<file path="src/rtl/utlb_pkg.sv">
package utlb_pkg;

  // Permission group: [2] read, [1] write, [0] execute
  typedef logic [2:0] perm_t;

  typedef enum logic {
    RF_IDLE = 1'b0,
    RF_WAIT = 1'b1
  } rf_state_e;

endpackage

</file>
<file path="src/rtl/utlb_cam.sv">
module utlb_cam
  import utlb_pkg::*;
#(
  parameter int N      = 8,
  parameter int VPN_W  = 19,
  parameter int ASID_W = 8,
  parameter int PFN_W  = 19,
  localparam int IDX_W = (N > 1) ? $clog2(N) : 1
) (
  input  logic              clk,
  input  logic              rst_n,
  input  logic              clear_i,
  input  logic              wr_en_i,
  input  logic [IDX_W-1:0]  wr_idx_i,
  input  logic [VPN_W-1:0]  wr_vpn_i,
  input  logic [ASID_W-1:0] wr_asid_i,
  input  logic [PFN_W-1:0]  wr_pfn_i,
  input  perm_t             wr_kperm_i,
  input  perm_t             wr_uperm_i,
  input  logic [VPN_W-1:0]  look_vpn_i,
  input  logic [ASID_W-1:0] look_asid_i,
  output logic              hit_o,
  output logic [IDX_W-1:0]  hit_idx_o,
  output logic [PFN_W-1:0]  hit_pfn_o,
  output perm_t             hit_kperm_o,
  output perm_t             hit_uperm_o,
  output logic [N-1:0]      valid_o
);

  logic [N-1:0]      valid_q;
  logic [N-1:0]      valid_d;
  logic [N-1:0]      match;
  logic [N-1:0]      row_we;
  logic [VPN_W-1:0]  vpn_q   [N];
  logic [ASID_W-1:0] asid_q  [N];
  logic [PFN_W-1:0]  pfn_q   [N];
  perm_t             kperm_q [N];
  perm_t             uperm_q [N];

  for (genvar g = 0; g < N; g++) begin : g_row
    assign row_we[g] = wr_en_i && (wr_idx_i == IDX_W'(g));

    always_ff @(posedge clk) begin
      if (row_we[g]) begin
        vpn_q[g]   <= wr_vpn_i;
        asid_q[g]  <= wr_asid_i;
        pfn_q[g]   <= wr_pfn_i;
        kperm_q[g] <= wr_kperm_i;
        uperm_q[g] <= wr_uperm_i;
      end
    end

    assign match[g] = valid_q[g] && (vpn_q[g] == look_vpn_i) &&
                      (asid_q[g] == look_asid_i);
  end

  // Invalidate wins over a simultaneous write
  always_comb begin
    if (clear_i) valid_d = '0;
    else         valid_d = valid_q | row_we;
  end

  always_ff @(posedge clk or negedge rst_n) begin
    if (!rst_n)                  valid_q <= '0;
    else if (clear_i || wr_en_i) valid_q <= valid_d;
  end

  // One-hot read mux
  always_comb begin
    hit_idx_o   = '0;
    hit_pfn_o   = '0;
    hit_kperm_o = '0;
    hit_uperm_o = '0;
    for (int j = 0; j < N; j++) begin
      if (match[j]) begin
        hit_idx_o   = hit_idx_o | IDX_W'(j);
        hit_pfn_o   = hit_pfn_o | pfn_q[j];
        hit_kperm_o = hit_kperm_o | kperm_q[j];
        hit_uperm_o = hit_uperm_o | uperm_q[j];
      end
    end
  end

  assign hit_o   = |match;
  assign valid_o = valid_q;

  AST_MATCH_ONEHOT: assert property (@(posedge clk) disable iff (!rst_n)
    $onehot0(match));
  AST_CLEAR_EMPTIES: assert property (@(posedge clk) disable iff (!rst_n)
    clear_i |=> (valid_q == '0));
  AST_WRITE_SETS: assert property (@(posedge clk) disable iff (!rst_n)
    (wr_en_i && !clear_i) |=> valid_q[$past(wr_idx_i)]);
  AST_WRITE_KEEPS_OTHERS: assert property (@(posedge clk) disable iff (!rst_n)
    (wr_en_i && !clear_i) |=> $countones(valid_q) >= $countones($past(valid_q)));

endmodule

</file>
<file path="src/rtl/utlb_plru.sv">
module utlb_plru #(
  parameter int N      = 8,
  localparam int IDX_W = $clog2(N),
  localparam int NODES = N - 1
) (
  input  logic             clk,
  input  logic             rst_n,
  input  logic             touch_i,
  input  logic [IDX_W-1:0] touch_idx_i,
  output logic [IDX_W-1:0] victim_o
);

  logic [NODES-1:0] tree_q;
  logic [NODES-1:0] tree_d;

  // Walk from the root following the stored direction bits
  always_comb begin
    int node;
    node = 0;
    for (int l = 0; l < IDX_W; l++) begin
      node = 2 * node + 1 + int'(tree_q[node]);
    end
    victim_o = IDX_W'(node - NODES);
  end

  // Point every node on the accessed path away from it
  always_comb begin
    int node;
    logic dir;
    tree_d = tree_q;
    node   = 0;
    for (int l = 0; l < IDX_W; l++) begin
      dir          = touch_idx_i[IDX_W-1-l];
      tree_d[node] = ~dir;
      node         = 2 * node + 1 + int'(dir);
    end
  end

  always_ff @(posedge clk or negedge rst_n) begin
    if (!rst_n)       tree_q <= '0;
    else if (touch_i) tree_q <= tree_d;
  end

  AST_TOUCH_NOT_VICTIM: assert property (@(posedge clk) disable iff (!rst_n)
    touch_i |=> (victim_o != $past(touch_idx_i)));

endmodule

</file>
<file path="src/rtl/utlb_refill_ctl.sv">
module utlb_refill_ctl
  import utlb_pkg::*;
#(
  parameter int VPN_W  = 19,
  parameter int ASID_W = 8
) (
  input  logic              clk,
  input  logic              rst_n,
  input  logic              start_i,
  input  logic              done_i,
  input  logic              cancel_i,
  input  logic [VPN_W-1:0]  vpn_i,
  input  logic [ASID_W-1:0] asid_i,
  output logic              busy_o,
  output logic [VPN_W-1:0]  vpn_o,
  output logic [ASID_W-1:0] asid_o
);

  rf_state_e         state_q;
  rf_state_e         state_d;
  logic              cap_en;
  logic [VPN_W-1:0]  vpn_q;
  logic [ASID_W-1:0] asid_q;

  always_comb begin
    state_d = state_q;
    cap_en  = 1'b0;
    unique case (state_q)
      RF_IDLE: begin
        if (start_i && !cancel_i) begin
          state_d = RF_WAIT;
          cap_en  = 1'b1;
        end
      end
      RF_WAIT: begin
        if (cancel_i || done_i) state_d = RF_IDLE;
      end
      default: state_d = RF_IDLE;
    endcase
  end

  always_ff @(posedge clk or negedge rst_n) begin
    if (!rst_n) state_q <= RF_IDLE;
    else        state_q <= state_d;
  end

  always_ff @(posedge clk or negedge rst_n) begin
    if (!rst_n) begin
      vpn_q  <= '0;
      asid_q <= '0;
    end else if (cap_en) begin
      vpn_q  <= vpn_i;
      asid_q <= asid_i;
    end
  end

  assign busy_o = (state_q == RF_WAIT);
  assign vpn_o  = vpn_q;
  assign asid_o = asid_q;

  AST_CANCEL_IDLES: assert property (@(posedge clk) disable iff (!rst_n)
    cancel_i |=> !busy_o);
  AST_REQ_HOLD: assert property (@(posedge clk) disable iff (!rst_n)
    (busy_o && !done_i && !cancel_i) |=> (busy_o && $stable(vpn_o) && $stable(asid_o)));
  AST_DONE_IDLES: assert property (@(posedge clk) disable iff (!rst_n)
    (busy_o && done_i) |=> !busy_o);

endmodule

</file>
<file path="src/rtl/utlb_top.sv">
module utlb_top
  import utlb_pkg::*;
#(
  parameter int ENTRIES = 8,
  parameter int VPN_W   = 19,
  parameter int ASID_W  = 8,
  parameter int PFN_W   = 19,
  localparam int IDX_W  = $clog2(ENTRIES)
) (
  input  logic              clk,
  input  logic              rst_n,
  input  logic              lk_valid,
  input  logic [VPN_W-1:0]  lk_vpn,
  input  logic [ASID_W-1:0] lk_asid,
  output logic              lk_hit,
  output logic              lk_miss,
  output logic [PFN_W-1:0]  lk_pfn,
  output logic [2:0]        lk_kperm,
  output logic [2:0]        lk_uperm,
  output logic              rf_req,
  output logic [VPN_W-1:0]  rf_vpn,
  output logic [ASID_W-1:0] rf_asid,
  input  logic              rf_valid,
  input  logic [PFN_W-1:0]  rf_pfn,
  input  logic [2:0]        rf_kperm,
  input  logic [2:0]        rf_uperm,
  input  logic              inv_all
);

  logic               tag_hit;
  logic [IDX_W-1:0]   hit_idx;
  logic [ENTRIES-1:0] valid;
  logic [IDX_W-1:0]   plru_victim;
  logic [IDX_W-1:0]   free_idx;
  logic               any_free;
  logic [IDX_W-1:0]   fill_idx;
  logic               fill_we;
  logic               miss_start;
  logic               touch;
  logic [IDX_W-1:0]   touch_idx;
  perm_t              hit_kperm;
  perm_t              hit_uperm;

  utlb_cam #(
    .N(ENTRIES), .VPN_W(VPN_W), .ASID_W(ASID_W), .PFN_W(PFN_W)
  ) cam_i (
    .clk         (clk),
    .rst_n       (rst_n),
    .clear_i     (inv_all),
    .wr_en_i     (fill_we),
    .wr_idx_i    (fill_idx),
    .wr_vpn_i    (rf_vpn),
    .wr_asid_i   (rf_asid),
    .wr_pfn_i    (rf_pfn),
    .wr_kperm_i  (rf_kperm),
    .wr_uperm_i  (rf_uperm),
    .look_vpn_i  (lk_vpn),
    .look_asid_i (lk_asid),
    .hit_o       (tag_hit),
    .hit_idx_o   (hit_idx),
    .hit_pfn_o   (lk_pfn),
    .hit_kperm_o (hit_kperm),
    .hit_uperm_o (hit_uperm),
    .valid_o     (valid)
  );

  utlb_plru #(.N(ENTRIES)) plru_i (
    .clk         (clk),
    .rst_n       (rst_n),
    .touch_i     (touch),
    .touch_idx_i (touch_idx),
    .victim_o    (plru_victim)
  );

  utlb_refill_ctl #(.VPN_W(VPN_W), .ASID_W(ASID_W)) rfc_i (
    .clk      (clk),
    .rst_n    (rst_n),
    .start_i  (miss_start),
    .done_i   (rf_valid),
    .cancel_i (inv_all),
    .vpn_i    (lk_vpn),
    .asid_i   (lk_asid),
    .busy_o   (rf_req),
    .vpn_o    (rf_vpn),
    .asid_o   (rf_asid)
  );

  // Lowest-numbered free slot first
  always_comb begin
    free_idx = '0;
    for (int j = ENTRIES - 1; j >= 0; j--) begin
      if (!valid[j]) free_idx = IDX_W'(j);
    end
  end

  assign any_free = ~&valid;
  assign fill_idx = any_free ? free_idx : plru_victim;

  // Lookups stall behind a pending refill
  assign lk_hit     = lk_valid && !rf_req && tag_hit;
  assign lk_miss    = lk_valid && !lk_hit;
  assign miss_start = lk_miss && !rf_req;
  assign fill_we    = rf_req && rf_valid && !inv_all;

  assign lk_kperm = hit_kperm;
  assign lk_uperm = hit_uperm;

  assign touch     = lk_hit || fill_we;
  assign touch_idx = fill_we ? fill_idx : hit_idx;

  AST_HIT_MISS_EXCL: assert property (@(posedge clk) disable iff (!rst_n)
    !(lk_hit && lk_miss));
  AST_STALL_MISS: assert property (@(posedge clk) disable iff (!rst_n)
    (rf_req && lk_valid) |-> lk_miss);
  AST_FILL_FREE_SLOT: assert property (@(posedge clk) disable iff (!rst_n)
    (fill_we && any_free) |-> !valid[fill_idx]);
  AST_INV_FILL_DROPS: assert property (@(posedge clk) disable iff (!rst_n)
    (inv_all && rf_valid) |=> (valid == '0));

endmodule

</file>
<file path="config.mk">
export PLATFORM = sky130hd
export DESIGN_NAME = utlb_top
export DESIGN_NICKNAME = d
export VERILOG_FILES = /design/src/rtl/utlb_pkg.sv /design/src/rtl/utlb_cam.sv /design/src/rtl/utlb_plru.sv /design/src/rtl/utlb_refill_ctl.sv /design/src/rtl/utlb_top.sv
export SDC_FILE = /design/constraint.sdc
export NUM_CORES = 1
export LEC_CHECK = 0
export BUFFER_PORTS_ARGS = -buffer_cell sky130_fd_sc_hd__buf_2
export CAP_MARGIN = 20
export CORE_MARGIN = 2
export CORE_UTILIZATION = 25
export DETAILED_ROUTE_END_ITERATION = 16
export GPL_ROUTABILITY_DRIVEN = 0
export SLEW_MARGIN = 30
export SYNTH_ARGS = -nofsm -noshare
export SYNTH_HDL_FRONTEND = slang
export SYNTH_HIERARCHICAL = 1
export SYNTH_SLANG_ARGS = --single-unit
</file>
<file path="constraint.sdc">
create_clock -name clk -period 9.31 [get_ports clk]
set_clock_uncertainty 0.05 [all_clocks]
set_input_delay 0.931 -clock clk [delete_from_list [all_inputs] [get_ports clk]]
set_output_delay 0.931 -clock clk [all_outputs]
set_load 0.03 [all_outputs]
</file>
# == After elaboration in Yosys (flattened, before gate mapping) ==
# Memory sizes are Yosys's and may differ from the RTL's.
# Cells that the tools add are included.
# Widths: inputs -> output; s select.
# word_totals
reg_bits,43
ramBits,416
input_bits,57
output_inout_bits,55
word_cells,330
memories,5
# memory_table
name,words,word_bits,read_ports,rd_clocked_by_memory_dff,wr,line,source
cam_i.pfn_q,8,19,8,0,1,utlb_cam.sv:36,logic [PFN_W-1:0] pfn_q [N];
cam_i.vpn_q,8,19,8,0,1,utlb_cam.sv:34,logic [VPN_W-1:0] vpn_q [N];
cam_i.asid_q,8,8,8,0,1,utlb_cam.sv:35,logic [ASID_W-1:0] asid_q [N];
cam_i.kperm_q,8,3,8,0,1,utlb_cam.sv:37,perm_t kperm_q [N];
cam_i.uperm_q,8,3,8,0,1,utlb_cam.sv:38,perm_t uperm_q [N];
# classes
add_sub_neg,9
magnitude_cmp,6
n_eq_ne,23
n_mux,179
n_bitwise,26
n_reduce_logical,77
# ops
cell,n
$mux 19,22
$reduce_or 19->1,14
$mux 3,79
$eq 19x19->1,8
$or 19x19->19,7
$lt 32x5->1 const B,4
$add 32x2->32,2
$add 32x2->32 const B,2
$eq 8x8->1,8
$ge 32x1->1 const B,2
$mux 8,8
$reduce_or 8->1,8
$mux 1,61
$or 3x3->3,14
$reduce_or 3->1,14
$logic_and 1x1->1,33
$bwmux 7,2
$eq 3x3->1 const B,4
$or 8x8->8,1
$reduce_and 8->1,1
$bmux 1 s3,2
$demux 1 s3,2
$eq 3x2->1 const B,2
$add 1x1->2 const A,2
other kinds (10),18

# == Longest topological paths before layout ==
# Gate-level depths: netlist of the first run.
# logic_depth
depth_word,23
ltp_mapped,15
ltp_nobuf,13

# == Cells and area by module ==
# The synthesis of the first run kept the hierarchy.
# by_module_without_submodules
module,instances,cells_per_inst,area_each_um2,seq_area_each_um2
utlb_cam,1,1188,17795.8,12692.2
utlb_refill_ctl,1,61,1154.9,700.7
utlb_plru,1,51,493.0,175.2
utlb_top,1,28,167.7,0.0

# == Least setup slack after synthesis of the first run ==
# Ideal clock, no wire load.
# synth_path
kind,register to register
from,reg plru_i.tree_q[0]
to,"mem cam_i.asid_q[2][0] (netlist: cam_i/asid_q[0][16]), enable pin"
setup_ps,528
arrival_ps,5471
required_time_ps,8732
path_slack_ps,3261
stages_incl_launch_ff,8
n_path_buf,0
synth_period_minus_slack_ps,6049
path_cell_list,dfrtp_1 -> mux2i_2 -> ha_1 -> mux2i_1 -> mux2_4 -> a32oi_2 -> a221o_1 -> nor3_1
# synth_via
elab_cells_between_ends,66
classes_between,add/sub (6); eq/ne (7); mux (37); reduce/logical (16)
# synth_lines
element,line,source
"start, declared",utlb_plru.sv:13,logic [NODES-1:0] tree_q;
"start signal, assigned",utlb_plru.sv:41,else if (touch_i) tree_q <= tree_d;
"parallel branches: the longest is 5 deep, another holds $add 32x2->32",n/a,
$bmux 1 s3 (*),utlb_plru.sv:21,node = 2 * node + 1 + int'(tree_q[node]);
$mux 1 (implied by the code) (*) (2 in a row),utlb_plru.sv:21,
$add 3x2->3 (*),utlb_plru.sv:21,
$sub 3x1->3 (*),utlb_plru.sv:23,victim_o = IDX_W'(node - NODES);
net plru_victim[0],utlb_top.sv:33,logic [IDX_W-1:0] plru_victim;
$mux 3 (*),utlb_top.sv:97,assign fill_idx = any_free ? free_idx : plru_victim;
net fill_idx[0],utlb_top.sv:36,logic [IDX_W-1:0] fill_idx;
$eq 3x2->1 (*),utlb_cam.sv:41,assign row_we[g] = wr_en_i && (wr_idx_i == IDX_W'(g));
$logic_and 1x1->1 (*),utlb_cam.sv:41,
net cam_i.row_we[2],utlb_cam.sv:33,logic [N-1:0] row_we;
$mux 1 (*),utlb_cam.sv:44,if (row_we[g]) begin
$mux 1 (implied by the code) (*),utlb_cam.sv:46,asid_q[g] <= wr_asid_i;
$reduce_or 8->1 (no line),n/a,
$mux 3 (no line) or $mux 1 (tied branches) (6 in a row),n/a,
"end, declared",utlb_cam.sv:35,
# Mark *: on every way through the listed nets, which the timed path passes. The select of a mux whose other input is x is not followed.

# == Final worst setup path of the first run ==
# layout_path
from,in lk_vpn[1]
to,out lk_miss
# layout_via
elab_chain_cells,7
elab_cells_between_ends,28
classes_between,eq/ne (8); reduce/logical (20)
# layout_lines
element,line,source
"start, declared",utlb_top.sv:13,"input logic [VPN_W-1:0] lk_vpn,"
$eq 19x19->1,utlb_cam.sv:53,assign match[g] = valid_q[g] && (vpn_q[g] == look_vpn_i) &&
$logic_and 1x1->1 (2 in a row),utlb_cam.sv:53,
$reduce_or 8->1 (*),utlb_cam.sv:84,assign hit_o = |match;
net tag_hit,utlb_top.sv:30,logic tag_hit;
$logic_and 1x1->1 (*),utlb_top.sv:100,assign lk_hit = lk_valid && !rf_req && tag_hit;
$logic_not 1->1 (*),utlb_top.sv:101,assign lk_miss = lk_valid && !lk_hit;
$logic_and 1x1->1 (*),utlb_top.sv:101,
"end, declared",utlb_top.sv:16,"output logic lk_miss,"
# The timed path passes the listed nets; every way through them passes the cells marked *.

==> impl_metrics.json, run 1 <==
{
  "start_util": 0.2527,
  "yosys.area_share.simple": 0.1340,
  "synth_compound_area_frac": 0.02061,
  "status": "finished clean",
  "synthesis.nets": 1392,
  "die_x_um": 284.1,
  "grt_setup_unrepaired": "no",
  "path_clk_slew_ns": 0.06,
  "cp_max_fo": 26,
  "vias_per_cell": 4.816,
  "grt-ovfl-total": 0,
  "synth.area.mux_share": 0.02265,
  "hold_slack_ns": 0.4280,
  "crit_arrival_ns": 4.06,
  "drv_cap": 0,
  "cts_tree": "built",
  "yosys_warnings": 6,
  "nets": 1497,
  "tritoncts.num_buffers": 45,
  "cp-end-kind": "output pin",
  "synth-edff-count": 416,
  "fin_crit_sh": 0.5414,
  "core-area_um2": 77590,
  "rr_endpoint": "cam_i/asid_q[1][13]",
  "cts_resized": 0,
  "h-tree-depth": 2,
  "cts_root_buf": "clkbuf_16",
  "drt_wl_total_um": 57910,
  "grt_max_degree": 54,
  "hold_viol": 0,
  "ff2ff_setup_slack_ns": 5.24,
  "fmax_mhz": 198.4,
  "place_inst": 2425,
  "n_fill_cell": 7826,
  "synth_ff_type": "edfxtp_1",
  "hold_class": "in -> async",
  "setup-tns-final_ns": 0,
  "cts.sink_count": 459,
  "seq_area_frac_synth": 0.6918,
  "async_flop_share": 0.09368,
  "r2r_cells": 9,
  "avgRoutedWirePerCell_um": 23.13,
  "p_per_area_nw_per_um2": 197.9,
  "power_leakage_nw": 7.386,
  "instances_no_fill": 2504,
  "postRouteAntennaNets": 0,
  "cp.required_ns": 8.33,
  "worstSetupStartpointType": "primary input",
  "area_growth_pct": 16.05,
  "die_area_um2": 80700,
  "grt_pass1_wl_um": 85350,
  "yosys.area_share.adder": 0.004466,
  "slew_viol_final": 0,
  "finalSetupViolations": 0,
  "port_buffers": 111,
  "grt_pass1_vias": 12050,
  "drc": 0,
  "grt_use_total": 0.1407,
  "timing.rr.start": "plru_i/tree_q[0]",
  "worstMarginPinSlew_ns": 0.9231,
  "clock_latency_ns": 0.55,
  "synthesis.area_um2": 19610,
  "num_antenna_cells": 0,
  "ir_drop_uv": 142.2,
  "drt-pass1-iter-count": 6,
  "crit_type": "in -> out",
  "synthCells": 1328,
  "synth.distinct_cells": 49,
  "postCtsSetupBuffers": 0,
  "cts_buffer_depth": 3,
  "drtIter0Drc": 1474,
  "hpwl_um": 36130,
  "slew_headroom": 0.3832,
  "drive_above_1_share": 0.1831,
  "cts.hold.buffers_added": 0,
  "fp.dieH_um": 284.1,
  "rows": 102,
  "num_io_pins": 112,
  "antenna_found_initial": 6,
  "synth_top_family_by_area": "simple AND/OR/NAND/NOR gates",
  "synth-xor-area-share": 0.09844,
  "via_count": 12060,
  "yosys_register_bits": 459,
  "syn_avg_cell_area_um2": 14.77,
  "period_minus_slack_ns": 5.040,
  "critPathLaunch": "lk_vpn[1]"
}
==> worst max-delay path by stage <==
stage                                to  cells after the start
floorplan           cam_i/asid_q[0][16]                      7
global placement                lk_miss                     10
detailed placement              lk_miss                     10
CTS                             lk_miss                     10
global route                    lk_miss                     10
finish                          lk_miss                     10
==> registers in the layout (all words and copies together) (netlist names) <==
name and cells:
cam_i/asid_q 64, cam_i/kperm_q 24, cam_i/pfn_q 152, cam_i/uperm_q 24, cam_i/valid_o 8, cam_i/vpn_q 152, plru_i/tree_q 7, rfc_i/asid_o 8
rfc_i/busy_o 1, rfc_i/vpn_o 19
==> cell families after synthesis <==
kind of cell | count (synthesis)
xor gates and xnor gates | 217
DFF | 459
and+or+nand+nor | 472
adders and majority gates | 7
buffers and inverters | 94
AOI/OAI and AO/OA | 47
muxes | 32
==> cell usage in the layout, fill, tap and decap left out, types with 21 or more instances in the layout <==
cell type / synthesis / final
or4_1: 29 / 27
nand2_1: 120 / 117
mux2_4: 22 / 22
xor2_1: 64 / 64
buf_2: 22 / 111
nor2_1: 31 / 21
o32a_1: 25 / 25
dfrtp_1: 43 / 43
nor3_1: 52 / 50
nand3_1: 34 / 34
buf_4: 8 / 30
nand4_1: 169 / 169
clkbuf_16: 0 / 45
edfxtp_1: 416 / 416
xnor2_1: 149 / 149
==> Yosys cell counts, drive strengths merged, types with 3 or more instances <==
cell    instances  area, um2
o21ai           6      30.02
nand2b          6      37.54
nand3          34      170.2
dfrtp          43       1076
or4            29      217.7
xor2           64      560.5
mux2           30      420.4
clkbuf         39      146.4
inv             8      30.03
a31oi           3      18.77
nor4           20      230.2
buf            47      371.6
nor3           52      260.3
nor2           31      116.4
o21a            3      22.52
xnor2         153       1370
nand2         120      450.4
ha              7      87.58
nand4         170       1070
edfxtp        416      12490
nand3b          3      22.52
o32a           25      250.2
==> worst max-delay path, cell delays in order <==
cell and delay (ns):
buf_2 0.31, xnor2_2 0.15, nand4_1 0.20, or4_2 1.11, nand4b_1 0.41, o21a_1 0.19, nand4_1 0.15, nand3b_1 0.18
and2_1 0.20, buf_2 0.17
==> routing by layer <==
layer / vias to the layer above / wire length (um) / global-route usage
met5: - / 13 / 0
met4: 2 / 1069 / 0.03105
met3: 79 / 4274 / 0.02352
met2: 544 / 27570 / 0.2265
met1: 6171 / 24980 / 0.1984
li1: 5264 / - / -
==> stage by stage <==
stage | setup slack (ns) | power, mW | instance area, um2 | util
detailed placement | 4.257 | 2.861 | 21420 | 0.2760
global route | 4.191 | 4.633 | 22760 | 0.2933
floorplan | 3.261 | 2.675 | 19610 | -
finish | 4.270 | 4.505 | 22760 | 0.2933
CTS | 4.242 | 4.524 | 22730 | 0.2930
global placement | 4.147 | 2.851 | 21350 | 0.2752
==> power breakdown <==
group | internal, mW | switching [mW]
sequential | 2.35 | 0.127
combinational | 0.118 | 0.212
clock | 0.936 | 0.759
==> area by class of cell <==
| class | instances | area (um2) | area share |
|---|---|---|---|
| multi-input cells | 775 | 5682 | 0.2496 |
| clock inverters | 18 | 102.6 | 0.004508 |
| well taps | 1040 | 1301 | 0.05717 |
| repair buffers | 144 | 863.3 | 0.03793 |
| clock buffers | 60 | 1212 | 0.05327 |
| flip-flops and latches | 459 | 13570 | 0.5962 |
| inverters | 8 | 30.03 | 0.001319 |
(Power assumes the default switching activity.)
==> run 2: changes to the inputs <==
==> constraint.sdc (replaced) <==
create_clock -name clk -period 4.32 [get_ports clk]
set_clock_uncertainty 0.05 [all_clocks]
set_input_delay 0.432 -clock clk [delete_from_list [all_inputs] [get_ports clk]]
set_output_delay 0.432 -clock clk [all_outputs]
set_load 0.03 [all_outputs]
==> run 2 against run 1 <==
Combinational power is 120% higher. Via count up 0.24%. Routed wire length grew 0.34%. Sequential share of layout area down 0.56 points. Worst setup slack got worse by 3.6 ns. Worst hold slack worse by 0.33 ns. Non-clock buffer count up 13. Die area stayed put. Clock power increased by 140%. Clock-buffer cell count up 4.
==> impl_metrics.json, run 2 (synthesis results as in run 1) <==
{
  "reg_top3": "cam_i/pfn_q (152), cam_i/vpn_q (152), cam_i/asid_q (64)",
  "fmax_mhz": 271.1,
  "path_clk_slew_ns": 0.07,
  "antenna_found_initial": 8,
  "grt-ovfl-total": 0,
  "drt-pass1-iter-count": 5,
  "slew_viol_final": 0,
  "cp-end-kind": "output pin",
  "p_per_area_nw_per_um2": 438.3,
  "place_inst": 2437,
  "drt_wl_total_um": 58100,
  "grt_use_total": 0.1407,
  "min_to": "cam_i/pfn_q[1][56]",
  "tritoncts.num_buffers": 44,
  "slowest_stage": "or4_1",
  "hold_class": "in -> reg",
  "instances_no_fill": 2519,
  "drc": 0,
  "ir_drop_uv": 364.4,
  "status": "finished clean",
  "r2r_cells": 9,
  "hold_depth": 1,
  "hold_viol": 0,
  "crit_chain": "xnor2_2 -> nand4_1 -> or4_1 -> buf_4 -> o32a_1 -> nand3_1 -> or4_1 -> buf_2",
  "period_minus_slack_ns": 3.689,
  "area_growth_pct": 17.15,
  "critPathMaxStageDelay_ns": 0.63,
  "path_buf_inv": 2,
  "fin_crit_sh": 0.8539,
  "num_io_pins": 112,
  "crit_type": "reg -> out",
  "cts.hold.buffers_added": 2,
  "holdCritStartpoint": "rf_pfn[18]",
  "cts_resized": 0,
  "cts_root_buf": "clkbuf_16",
  "nets": 1509,
  "setup-tns-final_ns": 0,
  "cts_tree": "built",
  "fp.dieH_um": 284.1,
  "cts.sink_count": 459,
  "die_area_um2": 80700,
  "drive_above_1_share": 0.1928,
  "via_count": 12090,
  "finish.utilization": 0.2961,
  "dp_worst_setup_slack_ns": 0.7939,
  "ff2ff_setup_slack_ns": 0.76,
  "final_cell_mix": "edfxtp_1, nand4_1, xnor2_1, nand2_1, buf_2",
  "port_buffers": 111,
  "start_util": 0.2527,
  "grt_pass1_wl_um": 85240,
  "rows": 102,
  "postRouteAntennaNets": 0,
  "die_x_um": 284.1,
  "worstMarginPinSlew_ns": 0.7139,
  "drv_cap": 0,
  "grt_pass1_vias": 12060,
  "cpMostUsedCell": "or4_1",
  "vias_per_cell": 4.799,
  "worstSetupStartpointType": "flop",
  "grt_max_degree": 46,
  "grt_setup_unrepaired": "no",
  "crit_arrival_ns": 3.21,
  "hpwl_um": 37000,
  "layout_setup_ws_ns": 0.6310,
  "n_fill_cell": 7825,
  "finalSetupViolations": 0,
  "power_leakage_nw": 7.497,
  "drtIter0Drc": 1378,
  "final_common_cell": "edfxtp_1",
  "slew_headroom": 0.5200,
  "core-area_um2": 77590,
  "cts_buffer_depth": 3,
  "rr_endpoint": "cam_i/pfn_q[1][29]",
  "timing.rr.start": "plru_i/tree_q[0]",
  "h-tree-depth": 2,
  "path_delay_family": "simple AND/OR/NAND/NOR gates",
  "avgRoutedWirePerCell_um": 23.07,
  "cp.required_ns": 3.84,
  "postCtsSetupBuffers": 0,
  "cp_max_fo": 25,
  "clock_latency_ns": 0.56
}
run 2: changes by cell type in the layout (fill, tap and decap cells not counted), moves of 3 or more:
| cell | delta |
|---|---|
| bufinv_16 | +4 |
| nand2_2 | -3 |
| buf_4 | +13 |
| clkinv_1 | -11 |
| nand2_1 | +3 |
| clkbuf_8 | +3 |
| buf_16 | -3 |
run 2: layout make-up:
| class | instances | area [um2] | share of cell area |
|---|---|---|---|
| flip-flops and latches | 459 | 13570 | 0.5906 |
| multi-input cells | 775 | 5684 | 0.2474 |
| well taps | 1040 | 1301 | 0.05664 |
| clock buffers | 64 | 1257 | 0.05473 |
| repair buffers | 157 | 918.4 | 0.03997 |
| clock inverters | 15 | 212.7 | 0.009258 |
| inverters | 8 | 30.03 | 0.001307 |
| diodes | 1 | 2.502 | 0.0001089 |
run 2: how the worst max path moves through the flow:
stage,from,to,slack [ns],cells past startpoint
3_3_place_gp,lk_vpn[13],rfc_i/vpn_o[14],0.86,10
3_5_place_dp,plru_i/tree_q[0],cam_i/pfn_q[1][4],0.79,9
6_report,cam_i/asid_q[0][21],lk_pfn[3],0.63,8
5_1_grt,plru_i/tree_q[0],cam_i/pfn_q[1][24],0.60,9
4_1_cts,cam_i/asid_q[0][21],lk_pfn[3],0.64,8
2_1_floorplan,plru_i/tree_q[0],cam_i/asid_q[1][0],-0.43,8
run 2: where the power goes:
group / switching (mW) / internal [mW] / total [mW]
Clock: 1.69 / 2.32 / 4.01
Sequential: 0.269 / 5.07 / 5.34
Combinational: 0.462 / 0.257 / 0.719
Total: 2.42 / 7.65 / 10.1
run 2: stage by stage:
step	total power [mW]	hold slack, ns	cell area, um2
3_3_place_gp	6.136	0.4197	21480
5_1_grt	10.37	0.09747	22970
4_1_cts	10.12	0.08903	22970
3_5_place_dp	6.160	0.4220	21480
2_1_floorplan	5.765	0.08641	19630
6_report	10.07	0.09315	22970
run 2: per-layer routing:
metal | vias up | routed length (um) | global-route usage
met2 | 490 | 28640 | 0.2402
met5 | - | 10 | 0
met3 | 81 | 3690 | 0.02303
met1 | 6217 | 24690 | 0.1886
met4 | 2 | 1068 | 0.02829
li1 | 5299 | - | -
==> run 3: changes to the inputs <==
--- a/config.mk
+++ b/config.mk
@@ -11,6 +11,8 @@
 export CORE_UTILIZATION = 25
 export DETAILED_ROUTE_END_ITERATION = 16
 export GPL_ROUTABILITY_DRIVEN = 0
+export GPL_TIMING_DRIVEN = 1
+export RECOVER_POWER = 25
 export SLEW_MARGIN = 30
 export SYNTH_ARGS = -nofsm -noshare
 export SYNTH_HDL_FRONTEND = slang
==> run 3 against run 2 <==
Critical path depth unchanged. Combinational power barely moved. First-iteration DRC count shrank 2.0%. Critical endpoint unchanged. Largest cell class unchanged.
==> impl_metrics.json, run 3 (synthesis results as in run 1) <==
{
  "postCtsSetupBuffers": 0,
  "finalSetupViolations": 0,
  "grt_pass1_vias": 12060,
  "slew_headroom": 0.5295,
  "cpMostUsedCell": "or4_1",
  "start_util": 0.2527,
  "avgRoutedWirePerCell_um": 23.04,
  "power_leakage_nw": 7.428,
  "path_clk_slew_ns": 0.07,
  "grt-ovfl-total": 0,
  "vias_per_cell": 4.779,
  "power_mw": 10.07,
  "ir_drop_uv": 363.1,
  "crit_arrival_ns": 3.20,
  "via_count": 12040,
  "min_to": "cam_i/valid_o[2]",
  "crit_chain": "xnor2_2 -> nand4_1 -> or4_1 -> buf_4 -> o32a_1 -> nand3_1 -> or4_1 -> buf_2",
  "hold_slack_ns": 0.1675,
  "fp.dieH_um": 284.1,
  "grt_use_total": 0.1407,
  "cts_resized": 0,
  "path_delay_family": "simple AND/OR/NAND/NOR gates",
  "r2r_cells": 9,
  "path_buf_inv": 2,
  "cts_buffer_depth": 3,
  "cp_max_fo": 25,
  "die_x_um": 284.1,
  "cp-end-kind": "output pin",
  "cp.depth": 8,
  "drtIter0Drc": 1351,
  "die_area_um2": 80700,
  "drv_cap": 0,
  "num_io_pins": 112,
  "hold_viol": 0,
  "crit_type": "reg -> out",
  "reg_top3": "cam_i/pfn_q (152), cam_i/vpn_q (152), cam_i/asid_q (64)",
  "n_fill_cell": 7834,
  "worstSetupStartpointType": "flop",
  "timing.rr.start": "plru_i/tree_q[0]",
  "status": "finished clean",
  "ff2ff_setup_slack_ns": 0.75,
  "rr_endpoint": "cam_i/pfn_q[1][24]",
  "drt_wl_total_um": 58030,
  "hpwl_um": 37000,
  "final_cell_mix": "edfxtp_1, nand4_1, xnor2_1, nand2_1, buf_2",
  "cp.required_ns": 3.84,
  "grt_pass1_wl_um": 85240,
  "drt-pass1-iter-count": 5,
  "h-tree-depth": 2,
  "drive_above_1_share": 0.1759,
  "port_buffers": 111,
  "slew_viol_final": 0,
  "final_common_cell": "edfxtp_1",
  "fin_crit_sh": 0.8533,
  "grt_max_degree": 46,
  "antenna_found_initial": 5,
  "slowest_stage": "or4_1",
  "cts_root_buf": "clkbuf_16",
  "drc": 0,
  "rows": 102,
  "critPathMaxStageDelay_ns": 0.63,
  "period_minus_slack_ns": 3.686,
  "nets": 1509,
  "fmax_mhz": 271.3,
  "hold_depth": 2,
  "hold_class": "in -> reg",
  "cts.sink_count": 459,
  "core-area_um2": 77590,
  "tritoncts.num_buffers": 44,
  "holdCritStartpoint": "inv_all",
  "grt_setup_unrepaired": "no",
  "worstMarginPinSlew_ns": 0.6998,
  "area_growth_pct": 16.99,
  "clock_latency_ns": 0.56,
  "cts_tree": "built",
  "p_per_area_nw_per_um2": 439.0,
  "postRouteAntennaNets": 0
}
-- run 3: how the worst max path moves through the flow --
stage                                    from                 end
final                     cam_i/asid_q[0][21]           lk_pfn[3]
after global routing         plru_i/tree_q[0]  cam_i/pfn_q[1][24]
after CTS                 cam_i/asid_q[0][21]           lk_pfn[3]
after detailed placement     plru_i/tree_q[0]   cam_i/pfn_q[1][4]
after global placement             lk_vpn[13]     rfc_i/vpn_o[14]
after floorplan              plru_i/tree_q[0]  cam_i/asid_q[1][0]
-- run 3: area by class of cell --
type                    count  area, um2  area share
well taps                1040       1301     0.05672
clock buffers              64       1257     0.05481
diodes                      1      2.502   0.0001091
repair buffers            157      887.1     0.03866
multi-input cells         775       5684      0.2477
inverters                   8      30.03    0.001309
clock inverters            15      212.7    0.009271
flip-flops and latches    459      13570      0.5914
-- run 3: metal layers --
metal  up-vias  track usage  part of all wire
met5         -            0           0.00017
met4         2      0.02829             0.018
met3        79      0.02303             0.066
met2       490       0.2402              0.50
met1      6158       0.1886              0.42
li1       5309            -                 -
-- run 3: metrics by stage --
stage / instances / setup WS (ns) / utilization / area [um2] / TNS (ns)
finish: 2519 / 0.6337 / 0.2957 / 22940 / 0
global route: 2519 / 0.5978 / 0.2957 / 22940 / 0
CTS: 2518 / 0.6450 / 0.2961 / 22970 / 0
detailed placement: 2437 / 0.7939 / 0.2768 / 21480 / 0
global placement: 2437 / 0.8611 / 0.2768 / 21480 / 0
floorplan: 1328 / -0.4278 / - / 19630 / -95.03
-- run 3: report_power, final --
group	switching, mW	total (mW)	internal, mW
clock network	1.69	4.02	2.32
logic	0.462	0.716	0.254
registers	0.271	5.34	5.07
-- run 3: repair_timing --
item	CTS	global route
hold endpoints to repair	44	0
hold buffers	2	0
endpoints found under the setup margin	0	0
